==> src/rtl/i2c_master_tx.sv <==
module i2c_master_tx #(
  parameter int PRE_W = 4,
  parameter int SHIFT = 4
) (
  input  logic       clk,
  input  logic       rst_n,
  input  logic       wr_en,
  input  logic [1:0] wr_addr,
  input  logic [7:0] wr_data,
  input  logic [1:0] rd_addr,
  output logic [7:0] rd_data,
  output logic       scl_o,
  output logic       scl_oe,
  output logic       sda_o,
  output logic       sda_oe,
  input  logic       sda_i,
  output logic       irq
);
  localparam int CW = PRE_W + SHIFT + 1;

  typedef enum logic [3:0] {
    S_IDLE, S_START, S_BLO, S_BHI, S_ALO, S_AHI, S_HOLD, S_PLO, S_PHI, S_PEND
  } st_t;

  st_t              st_q, st_d;
  logic [CW-1:0]    cnt_q, half;
  logic [PRE_W-1:0] per_q;
  logic             ien_q, pend_q, oe_q, lrb_q, stop_q;
  logic [1:0]       mode_q;
  logic [7:0]       own_q, sh_q;
  logic [2:0]       bit_q;
  logic             done, busy, start_cmd;
  logic             wr_ctl, wr_sts, wr_own, wr_dat;

  assign half = ({{(CW-PRE_W){1'b0}}, per_q} + CW'(1)) << SHIFT;
  assign done = (cnt_q == half - CW'(1));
  assign busy = (st_q != S_IDLE);

  assign wr_ctl = wr_en && (wr_addr == 2'd0);
  assign wr_sts = wr_en && (wr_addr == 2'd1);
  assign wr_own = wr_en && (wr_addr == 2'd2);
  assign wr_dat = wr_en && (wr_addr == 2'd3);
  assign start_cmd = wr_sts && (wr_data[7:6] == 2'b11) && wr_data[5] && wr_data[4] && !busy;

  always_comb begin
    st_d = st_q;
    unique case (st_q)
      S_IDLE:  if (start_cmd) st_d = S_START;
      S_START: if (done) st_d = S_BLO;
      S_BLO:   if (done) st_d = S_BHI;
      S_BHI:   if (done) st_d = (bit_q == 3'd7) ? S_ALO : S_BLO;
      S_ALO:   if (done) st_d = S_AHI;
      S_AHI:   if (done) st_d = S_HOLD;
      S_HOLD:  if (!pend_q) st_d = stop_q ? S_PLO : S_BLO;
      S_PLO:   if (done) st_d = S_PHI;
      S_PHI:   if (done) st_d = S_PEND;
      S_PEND:  if (done) st_d = S_IDLE;
      default: st_d = S_IDLE;
    endcase
  end

  always_ff @(posedge clk or negedge rst_n) begin
    if (!rst_n) begin
      st_q   <= S_IDLE;
      cnt_q  <= '0;
      per_q  <= '0;
      ien_q  <= 1'b0;
      pend_q <= 1'b0;
      oe_q   <= 1'b0;
      lrb_q  <= 1'b0;
      stop_q <= 1'b0;
      mode_q <= 2'b00;
      own_q  <= 8'h00;
      sh_q   <= 8'h00;
      bit_q  <= 3'd0;
    end else begin
      st_q  <= st_d;
      cnt_q <= (st_d != st_q) ? '0 : cnt_q + CW'(1);

      if (wr_ctl) begin
        ien_q <= wr_data[5];
        per_q <= wr_data[PRE_W-1:0];
        if (!wr_data[4]) pend_q <= 1'b0;
      end
      if (wr_sts) begin
        mode_q <= wr_data[7:6];
        oe_q   <= wr_data[4];
        if (busy && !wr_data[5]) stop_q <= 1'b1;
      end
      if (wr_own) own_q <= wr_data;
      if (wr_dat && (!busy || pend_q)) sh_q <= wr_data;

      case (st_q)
        S_IDLE:  stop_q <= 1'b0;
        S_BHI:   if (done) begin
                   sh_q  <= {sh_q[6:0], 1'b0};
                   bit_q <= bit_q + 3'd1;
                 end
        S_AHI:   if (done) begin
                   lrb_q  <= sda_i;
                   pend_q <= 1'b1;
                 end
        S_HOLD:  begin
                   bit_q <= 3'd0;
                   if (!pend_q && stop_q) stop_q <= 1'b0;
                 end
        default: ;
      endcase
    end
  end

  always_comb begin
    unique case (st_q)
      S_IDLE, S_START, S_BHI, S_AHI, S_PHI, S_PEND: scl_o = 1'b1;
      default:                                      scl_o = 1'b0;
    endcase
    unique case (st_q)
      S_START, S_PLO, S_PHI: sda_o = 1'b0;
      S_BLO, S_BHI:          sda_o = sh_q[7];
      default:               sda_o = 1'b1;
    endcase
  end

  assign scl_oe = oe_q;
  assign sda_oe = oe_q && (st_q != S_ALO) && (st_q != S_AHI);
  assign irq    = pend_q && ien_q;

  always_comb begin
    unique case (rd_addr)
      2'd0:    rd_data = {2'b00, ien_q, pend_q, {(4-PRE_W){1'b0}}, per_q};
      2'd1:    rd_data = {mode_q, busy, oe_q, 3'b000, lrb_q};
      2'd2:    rd_data = own_q;
      default: rd_data = sh_q;
    endcase
  end
endmodule

==> config.mk <==
export PLATFORM = sky130hd
export DESIGN_NAME = i2c_master_tx
export DESIGN_NICKNAME = d
export VERILOG_FILES = /design/src/rtl/i2c_master_tx.sv
export SDC_FILE = /design/constraint.sdc
export NUM_CORES = 1
export LEC_CHECK = 0
export BUFFER_PORTS_ARGS = -buffer_cell sky130_fd_sc_hd__buf_2
export CORE_ASPECT_RATIO = 1.4
export CORE_MARGIN = 2
export CORE_UTILIZATION = 62
export DETAILED_ROUTE_END_ITERATION = 12
export GPL_TIMING_DRIVEN = 0
export PLACE_DENSITY = 0.84
export SYNTH_ARGS = -nofsm -noshare
export SYNTH_HDL_FRONTEND = slang
export SYNTH_SLANG_ARGS = --single-unit
==> constraint.sdc <==
create_clock -name clk -period 5.6 [get_ports clk]
set_clock_uncertainty 0.15 [all_clocks]
set_input_delay 0.84 -clock clk [delete_from_list [all_inputs] [get_ports clk]]
set_output_delay 0.84 -clock clk [all_outputs]
set_load 0.01 [all_outputs]
# Word level (Yosys, flattened, before mapping)

Index checks and enable logic that the tools add are counted.

Register bits after elaboration: 43
Word-level logic and storage cells: 95

Add/sub/neg operators: 4
Equality and inequality tests: 21
Multiplexer cells: 30
Reduce and logical (&&, ||, !) cells: 28

Operators by type and width:

| cell                                                   | number |
|---|---|
| 2-to-1 mux 4 bit                                       | 10 |
| case mux 4 bit (10 select lines)                       | 1 |
| 2-to-1 mux 8 bit                                       | 3 |
| case mux 8 bit (3 select lines)                        | 1 |
| == test 4 x 3 -> 1 bit (second input constant)         | 4 |
| logical AND 1 bit                                      | 14 |
| adder 9 x 1 -> 9 bit (second input constant)           | 1 |
| == test 9 bit                                          | 1 |
| 2-to-1 mux 3 bit                                       | 3 |
| 2-to-1 mux 9 bit                                       | 1 |
| subtractor 9 x 1 -> 9 bit (second input constant)      | 1 |
| == test 2 bit (second input constant)                  | 4 |
| == test 4 x 2 -> 1 bit (second input constant)         | 2 |
| == test 4 bit (second input constant)                  | 2 |
| 2-to-1 mux 1 bit                                       | 8 |
| inequality test 4 x 3 -> 1 bit (second input constant) | 2 |
| case mux 3 bit (2 select lines)                        | 1 |
| OR reduction 6 bit                                     | 1 |
| adder 4 x 1 -> 5 bit (second input constant)           | 1 |
| == test 2 x 1 -> 1 bit (second input constant)         | 2 |
| == test 4 x 1 -> 1 bit (second input constant)         | 1 |
| logical NOT 2 bit                                      | 2 |
| logical NOT 4 bit                                      | 1 |
| inequality test 4 bit                                  | 1 |
| 11 further kinds                                       | 15 |

# Depth between registers and ports, before layout

Gate-level depths: netlist of run 1.

Word-level depth: 10
Depth in mapped cells: 8

# Least setup slack after synthesis of run 1

No wires, ideal clock.

Kind: input to output
Start point: input port rd_addr[0]
End point: output port rd_data[1]
Arrival: 1.804 ns
Required time: 4.610 ns
Setup slack: 2.806 ns
Cell stages on the path: 3
Path through: clkbuf_1 > mux2_2 > a22o_1

Cells in the longest elaborated chain, start to end: 2
Elaborated cells on any way between the ends: 4
Those cells by class: eq/ne: 2; mux: 1; reduce/logical: 1

Ends and longest elaborated chain:

| item                                  | RTL line | RTL |
|---|---|---|
| start: declaration                    | 10       | `input logic [1:0] rd_addr,` |
| == test 2 bit (tied with other cells) | 129      | `unique case (rd_addr)` |
| case mux 8 bit (3 select lines) *     | 129      |  |
| end: declaration                      | 11       | `output logic [7:0] rd_data,` |

Every way passes the cells marked *; elsewhere a longest branch is shown, timed or not.

# Final worst setup path of run 1

Ends and elaborated chain as after synthesis.

==> results.yml, run 1 <==
clocking:
  cts-hold-fix-buffers: 0
  htreeDepth: 2
  cts_buffers: 5
  clk_latency_ps: 300
  cts_root_buf: "clkbuf_8"
  cts_post_setup_buffers_inserted: 0
  cts_tree: "done"
  cts_num_sinks: 43
  cts_buffer_depth: 2
  clk_pin_slew_ps: 70
  cts_resized: 0
die:
  fp.dieArea_um2: 4410
  coreArea_um2: 3680
  start_util: 0.655
  fp.dieH_um: 77.7
  die_x_um: 56.7
  pin_count: 29
  num_rows: 26
global_routing:
  grt_pass1_vias: 1893
  track_usage: 0.250
  grt_pass1_wl_um: 8470
  antenna_found_initial: 0
  grt_overflow: 0
  grt_max_degree: 44
place:
  dp_cells: 287
  place_congestion: 0.824
  hpwl_um: 3460
  io_buffers: 26
sta:
  slew_headroom: 0.372
  fmax_mhz: 326
  period_minus_slack_ps: 3070
  slew_violations: 0
  hold_violations: 0
  min_period_over_period: 0.548
  tightestPinTransition_ps: 942
  rsz0062_at_grt: "no"
  tns_ps: 0
  setup_viol: 0
route:
  drt-initial-drc-count: 67
  vias: 1853
  route.detailed.drc: 0
  wl_per_cell_um: 16.4
  drt_wl_total_um: 4830
  ant_nets: 0
  drt-vias-per-instance: 6.28
  firstDrtPassIters: 4
finish:
  syn2layout_area_growth_pct: 11.5
  drive_above_1_share: 0.273
  final_cells: 295
  insertedDiodeCount: 0
  fin_nets: 272
synthesis:
  yosysUniqueCellTypes: 45
  async_reset_ff_frac: 1.00
  synth_top_area_frac: 0.447
  netlist_area_um2: 2410
  yosys.area.top_type: "dfrtp_1"
  synthXorXnorAreaFrac: 0.0540
  synth-compound-area-share: 0.135
  synth_fa_ha_area_frac: 0.0249
  synthMuxAreaShare: 0.168
  synth-simple-area-share: 0.145
  synth.area.top_cells: "dfrtp_1 (45%), mux2_2 (10%), mux2i_1 (3.7%)"
  synth.net_count: 239
  synth_seq_cells: 43
  yosys_warnings: 0
  netlist_instances: 219
  ys_seq_area_frac: 0.447
  syn_area_per_cell_um2: 11.0
  yosys_most_used_dff: "dfrtp_1"
  synth_edf_count: 0
  synth_top_family_by_area: "multiplexers"
critical_path:
  cp-start-kind: "primary input"
  critPathMaxFanout: 10
  worstPathRequired_ps: 4610
  r2r-end: "lrb_q"
  r2r_slack_ps: 2930
  r2r_start: "per_q[0]"
  r2r_cells: 7
  crit_type: "primary input to output pin"
  critPathCaptureType: "output pin"
  cp.arrival_ps: 2080
hold_path:
  hold_start: "cnt_q[0]"
  hold_end: "cnt_q[0]"
  hold_depth: 1
  hp-class: "register to register"
power_and_ir_drop:
  pwr_density_cell_nw_per_um2: 377
  p_leak_uw: 0.00120
  ir_drop_v: 0.000296
status:
  outcome: "completed"
job:
  max_cap_violations: 0
## per-layer routing
layer | up-vias | global-route usage | share of wire
met4 | 0 | 0.138 | 0.037
met1 | 907 | 0.297 | 0.42
met3 | 20 | 0.0467 | 0.041
li1 | 876 | - | -
met5 | - | 0 | 0
met2 | 50 | 0.421 | 0.50
## cells in the mapped netlist (all sizes together) (5+ instances only)
master and number:
nand2 17, nand3 6, a22o 6, nor3 13, dfrtp 43, mux2 22
mux2i 9, clkbuf 5, nor2 10, a21oi 8, o21ai 13, inv 6
xor2 7, xnor2 7
## worst max-delay path: stages
cell and delay, ps:
clkbuf_1 470, mux2_2 410, a22o_1 220, buf_2 140
## power breakdown
part / internal, uW / switching [uW] / leakage [uW]
Clock: 101 / 104 / 0.0000484
Sequential: 394 / 77.3 / 0.000523
Combinational: 164 / 174 / 0.000633
## logic make-up (layout without fill, tap and decap cells)
family          Yosys count  after routing
buf+inv                  15             49
xor+xnor                 14             14
flops                    43             43
mux                      34             34
simple gates             66             66
compound gates           42             42
fa+ha+maj                 5              5
## worst max path at each step
stage / start / end / slack [ps] / cells after the start
global placement: rd_addr[0] / rd_data[1] / 2530 / 4
global route: rd_addr[0] / rd_data[1] / 2440 / 4
detailed placement: rd_addr[0] / rd_data[6] / 2540 / 4
floorplan: rd_addr[0] / rd_data[1] / 2810 / 3
finish: rd_addr[0] / rd_data[1] / 2530 / 4
CTS: rd_addr[0] / rd_data[6] / 2530 / 4
## cell type report
class | count | area, um^2
buffer | 9 | 38.8
timing repair buffer | 26 | 130
multi-input combinational | 161 | 1270
clock inverter | 1 | 8.76
fill | 266 | 990
sequential | 43 | 1080
tap | 42 | 52.6
inverter | 6 | 22.5
clock buffer | 7 | 86.3
## state kept, by name (all words and copies together), names as in the netlist, 2 cells and up
register,flops
per_q,4
sh_q,8
own_q,8
mode_q,2
bit_q,3
cnt_q,9
st_q,4
## placed cells by master, fill, tap and decap left out, drive strengths merged, types with 7 or more instances in the layout
cell | synthesis | routed
a21oi | 8 | 8
nor3 | 13 | 13
mux2i | 9 | 9
nand2 | 17 | 17
dfrtp | 43 | 43
clkbuf | 5 | 12
nor2 | 10 | 10
xor2 | 7 | 7
xnor2 | 7 | 7
buf | 4 | 30
o21ai | 13 | 13
mux2 | 22 | 22
## stage by stage
| stage | instance area (um^2) | util | hold slack, ps | setup WS (ps) | power, uW |
|---|---|---|---|---|---|
| detailed placement | 2590 | 0.705 | 321 | 2540 | 812 |
| global route | 2690 | 0.731 | 355 | 2440 | 1080 |
| floorplan | 2410 | - | 294 | 2810 | 714 |
| global placement | 2590 | 0.705 | 307 | 2530 | 795 |
| CTS | 2690 | 0.731 | 331 | 2530 | 1020 |
| finish | 2690 | 0.731 | 324 | 2530 | 1010 |
(Power assumes the default switching activity.)
==> run 2, diff against run 1 <==
Settings changed: CORE_UTILIZATION 62 to 52, PLACE_DENSITY 0.84 to 0.75.
Clock period 5.6 ns to 2.51 ns, I/O delays scaled along.
==> run 2 against run 1 <==
Routed wire length increased by 13%. Total power increased to 2.6 times the previous value. Sequential share of layout area decreased by 3.5 points. Hold slack got worse by 260 ps. Non-clock buffer count increased by 9. Sequential cell count unchanged. Critical path depth increased by 4. Global-route usage decreased by 1.5 points. Design area increased by 10%. Register-to-register slack got worse by 2900 ps. Clock power increased to 3.2 times the previous value. Largest cell class unchanged.
==> results.yml, run 2 (same netlist as run 1, synthesis figures left out) <==
die:
  fp.dieArea_um2: 5200
  coreArea_um2: 4500
  fp.dieH_um: 84.5
  die_x_um: 61.5
  num_rows: 29
  pin_count: 29
  start_util: 0.535
sta:
  fmax_mhz: 404
  period_minus_slack_ps: 2470
  slew_headroom: 0.366
  setup_viol: 0
  hold_violations: 0
  layout_setup_ws_ps: 37.0
  rsz0062_at_grt: "yes"
  slew_violations: 0
  tightestPinTransition_ps: 951
  min_period_over_period: 0.985
power_and_ir_drop:
  power.internal_uw: 1720
  switchingPower_uw: 874
  pwr_density_cell_nw_per_um2: 876
  p_seq_frac: 0.416
  power_frac_comb: 0.332
  swShare: 0.337
  ir_drop_v: 0.000630
  p_leak_uw: 0.00129
  clockPowerShare: 0.252
status:
  outcome: "completed"
global_routing:
  grt_pass1_vias: 1857
  grt_pass1_wl_um: 8940
  track_usage: 0.236
  grt_max_degree: 44
  grt_overflow: 0
  antenna_found_initial: 0
place:
  dp_cells: 307
  io_buffers: 26
  hpwl_um: 3590
  place_congestion: 0.870
  post-place-ws_ps: -201
finish:
  layout_commonest_cell: "dfrtp_1"
  largest_register_ffs: 9
  fin_nets: 282
  top_regs: "cnt_q (9), own_q (8), sh_q (8)"
  drive_above_1_share: 0.380
  insertedDiodeCount: 0
  mostFrequentLayoutCells: "dfrtp_1 (40), buf_2 (29), mux2_2 (22), nand2_1 (17), o21ai_0 (13)"
  syn2layout_area_growth_pct: 22.7
  post-route-util: 0.657
  final_cells: 325
  largest-register: "cnt_q"
critical_path:
  cp.arrival_ps: 2510
  worstPathRequired_ps: 2540
  r2r_cells: 8
  critPathCaptureType: "register"
  crit_end: "cnt_q[2]"
  cp-start-kind: "register"
  startpoint: "per_q[0]"
  r2r_start: "per_q[0]"
  r2r-end: "cnt_q[2]"
  r2r_slack_ps: 40
  critPathMaxFanout: 6
  crit_type: "register to register"
hold_path:
  hp-class: "primary input to asynchronous set/reset pin"
route:
  firstDrtPassIters: 4
  vias: 1881
  route.detailed.drc: 0
  drt-vias-per-instance: 5.79
  ant_nets: 0
  wl_per_cell_um: 16.8
  drt_wl_total_um: 5470
  drt-initial-drc-count: 124
job:
  max_cap_violations: 0
clocking:
  cts_buffer_depth: 2
  cts_root_buf: "clkbuf_8"
  cts_buffers: 5
  clk_pin_slew_ps: 80
  cts_num_sinks: 43
  clk_latency_ps: 310
  htreeDepth: 2
  cts_tree: "done"
-- run 2: cell types whose count changed in the layout (fill, tap and decap cells not counted), moves of 3 or more --
cell	previous run	this run
buf_4	0	9
nor3_2	0	7
dfrtp_2	0	3
clkbuf_1	6	3
dfrtp_1	43	40
nor3_1	12	4
-- run 2: worst min-delay path by stage --
stage | startpoint | endpoint | depth (start not counted)
final | rst_n | own_q[3] | 1
after CTS | rst_n | own_q[2] | 1
after floorplan | rst_n | bit_q[0] | 0
after detailed placement | cnt_q[0] | cnt_q[0] | 1
after global routing | rst_n | own_q[2] | 1
after global placement | cnt_q[0] | cnt_q[0] | 1
-- run 2: metal layers --
metal	vias up	wire length, um	part of all wire	GRT usage
met4	0	182	0.033	0.104
met1	928	2330	0.43	0.300
li1	896	-	-	-
met5	-	0	0	0
met2	43	2790	0.51	0.367
met3	14	163	0.030	0.0632
-- run 2: worst max-delay path, stage by stage (launching register included) --
cell and delay (ps):
dfrtp_2 450, ha_4 300, xor2_2 170, and3_4 220, o2111ai_4 210, o31a_1 400
buf_6 140, o221ai_4 230, nor3_2 80
-- run 2: power by group through the flow --
stage                     clock [uW]  combinational (uW)  sequential, uW
after floorplan                    0                 583            1010
after global placement             0                 726            1050
after detailed placement           0                 753            1060
after CTS                        661                 777            1070
after global routing             703                 948            1100
final                            652                 859            1080
-- run 2: layout make-up --
cell class,instances,area [um^2]
buffer,8,38.8
multi-input combinational,162,1390
timing repair buffer,36,209
clock buffer,5,68.8
sequential,43,1080
inverter,6,22.5
clock inverter,3,67.6
fill,368,1540
tap,62,77.6
-- run 2: repair_timing --
action	in CTS	in global routing
gates cloned	1	0
hold buffers	0	0
gates resized for setup	7	21
endpoints found under the hold margin	0	0
pin swaps	4	7
buffers inserted	0	10
endpoints found under the setup margin	23	18
-- run 2: through the flow --
stage | setup TNS, ps | hold slack, ps | instance area [um^2] | power, uW
6_report | 0 | 66.8 | 2960 | 2590
5_1_grt | -564 | 133 | 2960 | 2750
4_1_cts | 0 | 94.3 | 2800 | 2510
2_1_floorplan | 0 | -69.1 | 2410 | 1590
3_3_place_gp | -913 | 307 | 2620 | 1780
3_5_place_dp | -1460 | 323 | 2620 | 1810
==> run 3, diff against run 2 <==
Settings changed: SETUP_SLACK_MARGIN set to 0.5.
==> run 3 against run 2 <==
Critical path type is now register to output pin. Non-clock buffer count increased by 14. Sequential power about the same. Worst setup slack improved by 39 ps. Design area increased by 9.7%. Highest routed layer unchanged.
==> results.yml, run 3 (same netlist as run 1, synthesis figures left out) <==
status:
  outcome: "completed"
global_routing:
  grt_overflow: 0
  grt_pass1_vias: 2019
  track_usage: 0.256
  grt_max_degree: 44
  grt_pass1_wl_um: 9870
  antenna_found_initial: 0
clocking:
  clk_latency_ps: 300
  cts_num_sinks: 43
  cts-hold-fix-buffers: 0
  cts_buffer_depth: 2
  htreeDepth: 2
  cts_tree: "done"
  clk_pin_slew_ps: 80
  cts_root_buf: "clkbuf_8"
  cts_buffers: 5
die:
  fp.dieH_um: 84.5
  fp.dieArea_um2: 5200
  num_rows: 29
  start_util: 0.535
  coreArea_um2: 4500
  pin_count: 29
  die_x_um: 61.5
place:
  post-place-ws_ps: -89.2
  hpwl_um: 3670
  dp_cells: 307
  place_congestion: 0.807
  place_area_um2: 2650
  io_buffers: 26
critical_path:
  critPathCaptureType: "output pin"
  cp_slowest_cell: "or4_4"
  cp.arrival_ps: 1910
  crit_top_cell: "buf_6"
  r2r_start: "per_q[0]"
  r2r-end: "st_q[1]"
  cp-start-kind: "register"
  worst-path-buf-inv: 2
  cp_slowest_stage_delay_ps: 490
  worstPathRequired_ps: 1980
  crit_chain: "buf_6 -> or4_4 -> mux4_2 -> buf_6"
  crit_family: "simple AND/OR/NAND/NOR gates"
  r2r_cells: 10
  crit_type: "register to output pin"
  r2r_slack_ps: 100
  critPathMaxFanout: 3
route:
  route.detailed.drc: 0
  drt_wl_total_um: 6110
  firstDrtPassIters: 4
  drt-initial-drc-count: 71
  wl_per_cell_um: 18.0
  drt-vias-per-instance: 5.81
  vias: 1971
  ant_nets: 0
power_and_ir_drop:
  ir_drop_v: 0.000644
  pwr_density_cell_nw_per_um2: 784
  p_leak_uw: 0.00140
sta:
  slew_violations: 0
  rsz0062_at_grt: "yes"
  slew_headroom: 0.294
  fmax_mhz: 411
  hold_violations: 0
  tns_ps: 0
  setup_viol: 0
  layout_setup_ws_ps: 75.8
  tightestPinTransition_ps: 1060
  min_period_over_period: 0.970
  period_minus_slack_ps: 2430
finish:
  syn2layout_area_growth_pct: 34.5
  layout_commonest_cell: "dfrtp_1"
  insertedDiodeCount: 0
  top_regs: "cnt_q (9), own_q (8), sh_q (8)"
  fin_nets: 296
  fillers: 320
  post-route-util: 0.720
  largest_register_ffs: 9
  largest-register: "cnt_q"
  drive_above_1_share: 0.491
  seq_area_um2: 1080
  final_cells: 339
  multi_input_area_um2: 1510
  design_area_um2: 3240
  mostFrequentLayoutCells: "dfrtp_1 (41), buf_2 (25), mux2_2 (22), buf_6 (17)"
hold_path:
  hp-class: "primary input to asynchronous set/reset pin"
job:
  max_cap_violations: 0
-- run 3: cell type report --
class / instances / area share
clock inverter: 2 / 0.00386
multi-input combinational: 162 / 0.466
sequential: 43 / 0.333
tap: 62 / 0.0239
clock buffer: 6 / 0.0224
timing repair buffer: 49 / 0.111
buffer: 9 / 0.0293
inverter: 6 / 0.0104
-- run 3: routing by layer --
metal | part of all wire | vias to the layer above | GRT usage
met1 | 0.37 | 955 | 0.315
met2 | 0.54 | 74 | 0.424
met4 | 0.028 | 0 | 0.103
met3 | 0.058 | 16 | 0.0524
li1 | - | 926 | -
met5 | 0 | - | 0
-- run 3: worst register-to-register path: stages, from the launching register on --
cell	delay, ps
dfrtp_2	440
ha_4	270
xor2_4	150
and3_4	180
o2111ai_4	330
buf_6	170
nor2_4	50
buf_4	150
buf_6	110
a21oi_1	230
a211oi_2	50
-- run 3: metrics by stage --
step / hold slack (ps) / power [uW]
final: 75.4 / 2540
after global routing: 158 / 2690
after CTS: 109 / 2400
after detailed placement: 324 / 1860
after global placement: 318 / 1830
after floorplan: -69.1 / 1640
-- run 3: worst max path at each step --
stage / cells past startpoint / slack, ps / startpoint / to
after floorplan: 7 / 250 / per_q[0] / cnt_q[1]
after global placement: 7 / 30 / per_q[0] / lrb_q
after detailed placement: 7 / -90 / per_q[0] / lrb_q
after CTS: 4 / 80 / st_q[1] / rd_data[5]
after global routing: 10 / -0.5 / per_q[0] / st_q[3]
final: 4 / 80 / st_q[1] / rd_data[5]
-- run 3: report_power, final --
group          internal (uW)  switching, uW
Combinational            525            513
Sequential               880            190
Clock                    195            239
Total                   1600            941
-- run 3: what timing repair did --
| item | CTS | global route |
|---|---|---|
| gates resized for setup | 52 | 26 |
| cloned | 2 | 0 |
| setup endpoints to repair | 37 | 31 |
| buffers inserted | 20 | 2 |
| pin swaps | 11 | 10 |
